### src/rtl/fcmp_pkg.sv
package fcmp_pkg;
  localparam int FLAG_W  = 64;
  localparam int CF_POS  = 0;
  localparam int PF_POS  = 2;
  localparam int AF_POS  = 4;
  localparam int ZF_POS  = 6;
  localparam int SF_POS  = 7;
  localparam int OF_POS  = 11;

  localparam logic [FLAG_W-1:0] TOUCH_MASK =
    (FLAG_W'(1) << CF_POS) | (FLAG_W'(1) << PF_POS) | (FLAG_W'(1) << AF_POS) |
    (FLAG_W'(1) << ZF_POS) | (FLAG_W'(1) << SF_POS) | (FLAG_W'(1) << OF_POS);

  typedef enum logic [1:0] {
    CMP_GT = 2'd0,
    CMP_LT = 2'd1,
    CMP_EQ = 2'd2,
    CMP_UN = 2'd3
  } cmpOutcome_e;

  typedef struct packed {
    logic loadFlags;
    logic pulseDone;
  } ctrlStrobe_t;
endpackage

### src/rtl/fcmp_classify.sv
module fcmp_classify #(
  parameter int DATA_W = 64,
  parameter int FRAC_W = 52
) (
  input  logic [DATA_W-1:0] word,
  output logic              isNan,
  output logic              isZero,
  output logic              signBit,
  output logic [DATA_W-2:0] magnitude
);
  localparam int EXP_W = DATA_W - 1 - FRAC_W;

  logic [EXP_W-1:0]  expField;
  logic [FRAC_W-1:0] fracField;

  always_comb begin
    expField  = word[DATA_W-2 -: EXP_W];
    fracField = word[FRAC_W-1:0];
    signBit   = word[DATA_W-1];
    magnitude = word[DATA_W-2:0];
    isNan     = (&expField) && (|fracField);
    isZero    = (magnitude == '0);
  end
endmodule

### src/rtl/fcmp_control.sv
module fcmp_control
  import fcmp_pkg::*;
(
  input  logic        clk,
  input  logic        rstN,
  input  logic        startValid,
  output ctrlStrobe_t strobes,
  output logic        done
);
  logic doneQ;

  always_ff @(posedge clk or negedge rstN) begin
    if (!rstN) doneQ <= 1'b0;
    else       doneQ <= startValid;
  end

  always_comb begin
    strobes.loadFlags = startValid;
    strobes.pulseDone = doneQ;
    done              = doneQ;
  end
endmodule

### src/rtl/fcmp_datapath.sv
module fcmp_datapath
  import fcmp_pkg::*;
#(
  parameter int DATA_W = 64,
  parameter int FRAC_W = 52
) (
  input  logic              clk,
  input  logic              rstN,
  input  ctrlStrobe_t       strobes,
  input  logic [DATA_W-1:0] opA,
  input  logic [DATA_W-1:0] opB,
  input  logic [FLAG_W-1:0] flagsIn,
  output logic [FLAG_W-1:0] flagsOut
);
  localparam int NUM_OPS = 2;

  logic [DATA_W-1:0] opWord [NUM_OPS];
  logic              nanV   [NUM_OPS];
  logic              zeroV  [NUM_OPS];
  logic              signV  [NUM_OPS];
  logic [DATA_W-2:0] magV   [NUM_OPS];

  assign opWord[0] = opA;
  assign opWord[1] = opB;

  for (genvar g = 0; g < NUM_OPS; g++) begin : gen_class
    fcmp_classify #(.DATA_W(DATA_W), .FRAC_W(FRAC_W)) class_i (
      .word     (opWord[g]),
      .isNan    (nanV[g]),
      .isZero   (zeroV[g]),
      .signBit  (signV[g]),
      .magnitude(magV[g])
    );
  end

  logic        bothZero;
  logic        aLess;
  logic        aEqual;
  cmpOutcome_e outcome;
  logic [FLAG_W-1:0] setBits;
  logic [FLAG_W-1:0] nextFlags;
  logic [FLAG_W-1:0] flagsQ;

  always_comb begin
    bothZero = zeroV[0] && zeroV[1];
    aEqual   = bothZero || (opA == opB);
    if (bothZero)                aLess = 1'b0;
    else if (signV[0] != signV[1]) aLess = signV[0];
    else if (!signV[0])          aLess = magV[0] < magV[1];
    else                         aLess = magV[1] < magV[0];

    if (nanV[0] || nanV[1]) outcome = CMP_UN;
    else if (aLess)         outcome = CMP_LT;
    else if (aEqual)        outcome = CMP_EQ;
    else                    outcome = CMP_GT;

    setBits = '0;
    unique case (outcome)
      CMP_UN: begin
        setBits[ZF_POS] = 1'b1;
        setBits[PF_POS] = 1'b1;
        setBits[CF_POS] = 1'b1;
      end
      CMP_LT: setBits[CF_POS] = 1'b1;
      CMP_EQ: setBits[ZF_POS] = 1'b1;
      default: setBits = '0;
    endcase
    nextFlags = (flagsIn & ~TOUCH_MASK) | setBits;
  end

  always_ff @(posedge clk or negedge rstN) begin
    if (!rstN)                  flagsQ <= '0;
    else if (strobes.loadFlags) flagsQ <= nextFlags;
  end

  assign flagsOut = flagsQ;
endmodule

### src/rtl/fcmp_flag_unit.sv
module fcmp_flag_unit
  import fcmp_pkg::*;
#(
  parameter int DATA_W = 64,
  parameter int FRAC_W = 52
) (
  input  logic              clk,
  input  logic              rstN,
  input  logic              startValid,
  input  logic [DATA_W-1:0] opA,
  input  logic [DATA_W-1:0] opB,
  input  logic [FLAG_W-1:0] flagsIn,
  output logic [FLAG_W-1:0] flagsOut,
  output logic              done
);
  ctrlStrobe_t strobes;

  fcmp_control ctrl_i (
    .clk       (clk),
    .rstN      (rstN),
    .startValid(startValid),
    .strobes   (strobes),
    .done      (done)
  );

  fcmp_datapath #(.DATA_W(DATA_W), .FRAC_W(FRAC_W)) dp_i (
    .clk     (clk),
    .rstN    (rstN),
    .strobes (strobes),
    .opA     (opA),
    .opB     (opB),
    .flagsIn (flagsIn),
    .flagsOut(flagsOut)
  );
endmodule

### config.mk
export PLATFORM = sky130hd
export DESIGN_NAME = fcmp_flag_unit
export DESIGN_NICKNAME = d
export VERILOG_FILES = /design/src/rtl/fcmp_pkg.sv /design/src/rtl/fcmp_classify.sv /design/src/rtl/fcmp_control.sv /design/src/rtl/fcmp_datapath.sv /design/src/rtl/fcmp_flag_unit.sv
export SDC_FILE = /design/constraint.sdc
export NUM_CORES = 1
export LEC_CHECK = 0
export BUFFER_PORTS_ARGS = -buffer_cell sky130_fd_sc_hd__buf_2
export CAP_MARGIN = 25
export CORE_ASPECT_RATIO = 2
export CORE_MARGIN = 2
export CORE_UTILIZATION = 35
export DETAILED_ROUTE_END_ITERATION = 10
export GPL_ROUTABILITY_DRIVEN = 1
export GPL_TIMING_DRIVEN = 0
export PLACE_DENSITY = 0.7
export SYNTH_ARGS = -nofsm -noshare
export SYNTH_HDL_FRONTEND = slang
export SYNTH_SLANG_ARGS = --single-unit
### constraint.sdc
create_clock -name clk -period 0.8 [get_ports clk]
set_clock_uncertainty 0.1 [all_clocks]
set_input_delay 0.04 -clock clk [delete_from_list [all_inputs] [get_ports clk]]
set_output_delay 0.04 -clock clk [all_outputs]
set_load 0.05 [all_outputs]
==> out/results.txt <==
commonest cells after routing, fill and taps aside - buf_2, buf_6, dfrtp_2
Yosys top cell by area - dfrtp_1
Worst setup EP type - flip-flop
status - finished, violations left
final setup TNS - -20.79 ns
DR DRC count - 0
1st-pass router iterations - 4
vias per inst - 5.081
Setup Crit Path Kind - in -> reg
share of the synthesized area in the top cell type - 36.47%
DIE AREA - 13110 µm²
share of cells above drive strength 1 - 66.62%
final-layout fill cell count - 945
cell count after synthesis - 418
largest net degree at the start of global routing - 41
clock buffer count from CTS - 9
number of placed instances, taps included - 818
Yosys reg bits - 62
core area - 11980 µm²
Min-Delay Path Class - in -> async
CP Data Required Time - 0.90 ns
Ant. Diodes - 0
Avg Inst Size Synth - 10.18 µm²
worst setup path start - opB[23]
Reg-to-Reg Start - dp_i.flagsOut[17]$_DFFE_PN0P_
Netlist cell types - 40
CTS tree - yes
LEAKAGE - 3.558 nW
Seq/Total Area, Yosys - 36.47%
antenna violations before repair - 1
worst reg-to-reg path cell count - 2
f_max - 537.3 MHz
endpoints failing hold - 86
Async S/R FF share, synth - 100.0%
drt total wl - 13.96 mm
HPWL Detailed - 11.09 mm
Critical path destination - dp_i.flagsOut[0]$_DFFE_PN0P_
Post-synth EDFFs - 0
ranking of synthesized cells by area - dfrtp_1, ha_1, mux2_2
Rows - 57
DP Worst Slack - -1.517 ns
Die Wd - 81.96 µm
Routed WL per cell - 16.40 µm
fin worst setup slack - -1.061 ns
Worst setup SP type - input pin
Syn-to-layout area delta - 70.53%
starting density of the core - 35.51%
drt first-iter violations - 71
RSZ-0062 raised after global routing - yes
Synth Flop Type - dfrtp_1
Tightest Pin Transition - 0.5327 ns
Tcrit/Tclk final - 232.6%
Rel. slew slack - 64.48%
routability cong. - 0.8680
Sink Count - 62
I/O Buffers - 250
Tmin final - 1.861 ns
Ys Warns - 0
r2r setup slk - -0.19 ns
Clk pin slew, worst setup/hold paths - 0.05 ns
Setup Viol. Count Final - 123
violated checks - hold timing, setup timing
gr ovfl total - 0
Min Hold Slack - -0.4024 ns
Layout Nets - 957
die height - 159.9 µm
worst vdd rail ir drop - 1333 µV
vias - 4324
cts hold-fix bufs - 1
H-Tree Depth - 3
GRT Util Overall - 21.05%
first-pass GRT wire length - 21.38 mm
antenna-violating nets left - 0
vias in the first global route - 4641
max-cap viol count - 0
commonest non-fill, non-tap cell in the layout - buf_2
clock buffer depth - 2
Cell Count, Final, Fillers Out - 851
top-level port count - 260
clock latency reported for the late side of the worst-skew pair - 0.32 ns
Cell Pwr Density - 1648 nW/µm²
Synth Cell Area - 4254 µm²
Worst Path Max Fanout - 2
Clock Tree Root - clkbuf_16
Worst EP arrival - 1.96 ns
Final Slew Violations - 0
worst r2r dst - dp_i.flagsOut[17]$_DFFE_PN0P_
[area by class of cell]
| type | instances | area (µm²) | area share, % |
|---|---|---|---|
| flip-flops and latches | 62 | 1624 | 22.39 |
| plain buffers | 10 | 106.4 | 1.466 |
| inverters | 68 | 265.3 | 3.656 |
| repair buffers | 268 | 1933 | 26.65 |
| well taps | 147 | 183.9 | 2.535 |
| multi-input cells | 280 | 2821 | 38.89 |
| clock buffers | 13 | 280.3 | 3.863 |
| clock inverters | 3 | 40.04 | 0.5519 |
[worst min-delay path by stage]
stage / from / end / cells past startpoint
final: rstN / dp_i.flagsOut[3]$_DFFE_PN0P_ / 1
after global routing: rstN / dp_i.flagsOut[3]$_DFFE_PN0P_ / 1
after CTS: rstN / dp_i.flagsOut[3]$_DFFE_PN0P_ / 1
after detailed placement: rstN / dp_i.flagsOut[3]$_DFFE_PN0P_ / 1
after global placement: startValid / ctrl_i.done$_DFF_PN0_ / 1
after floorplan: rstN / ctrl_i.done$_DFF_PN0_ / 0
[sequential cells by signal, summed over array words and instances (netlist names)]
register / count
ctrl_i.done: 1
dp_i.flagsOut: 61
[cells in the mapped netlist (all sizes together) (2+ instances only)]
cell and count:
ha 63, a21oi 24, o21ai 8, o211ai 2
nand2 11, nor2b 2, dfrtp 62, mux2 58
nand4 24, a211o 2, nor4 37, nand3 7
inv 68, a21o 12, a211oi 2, buf 3
clkbuf 7, nor2 8
[critical path, cell delays in order]
cell and delay [ns]:
buf_2 0.13, ha_4 0.25, nand4_1 0.22, nor4_4 0.29, nand2_1 0.12, o211a_1 0.26, a21o_1 0.18, a211o_2 0.33
o311a_1 0.13
[metal layers]
metal,up-vias,routed length [µm],track usage (%)
li1,2093,-,-
met1,1990,5420,24.59
met2,217,7094,36.44
met3,22,1211,6.271
met4,2,223,5.758
met5,-,7,0
[power breakdown]
| group | internal, W | switching [W] |
|---|---|---|
| clock network | 0.00274 | 0.00128 |
| logic | 0.00184 | 0.00235 |
| registers | 0.00351 | 0.000232 |
| total | 0.00809 | 0.00386 |
[cell families (layout without fill, tap and decap cells)]
kind of cell	after synthesis	count (layout)	share of synthesized area [%]
other	1	3	0.08815
AND/OR/NAND/NOR	95	95	13.06
flip-flops	62	62	36.47
AO/OA/AOI/OAI	61	61	9.353
buffers and inverters	78	362	7.147
multiplexers	58	58	15.35
adder cells (fa/ha/maj)	63	63	18.53
[per-stage QoR]
step / power, W / utilization [%] / area (µm²)
global route: 0.01254 / 60.55 / 7254
global placement: 0.007056 / 49.07 / 5879
finish: 0.01195 / 60.55 / 7254
floorplan: 0.005879 / - / 4444
detailed placement: 0.007140 / 49.24 / 5899
CTS: 0.01188 / 58.05 / 6955
[repair_timing]
action | 4_1_cts | 5_1_grt
pin swaps | 27 | 25
endpoints found under the setup margin | 123 | 123
resized for setup | 169 | 58
hold endpoints to repair | 83 | 82
gates cloned | 0 | 0
setup buffers | 13 | 3
Power figures use the tool's default switching activity.
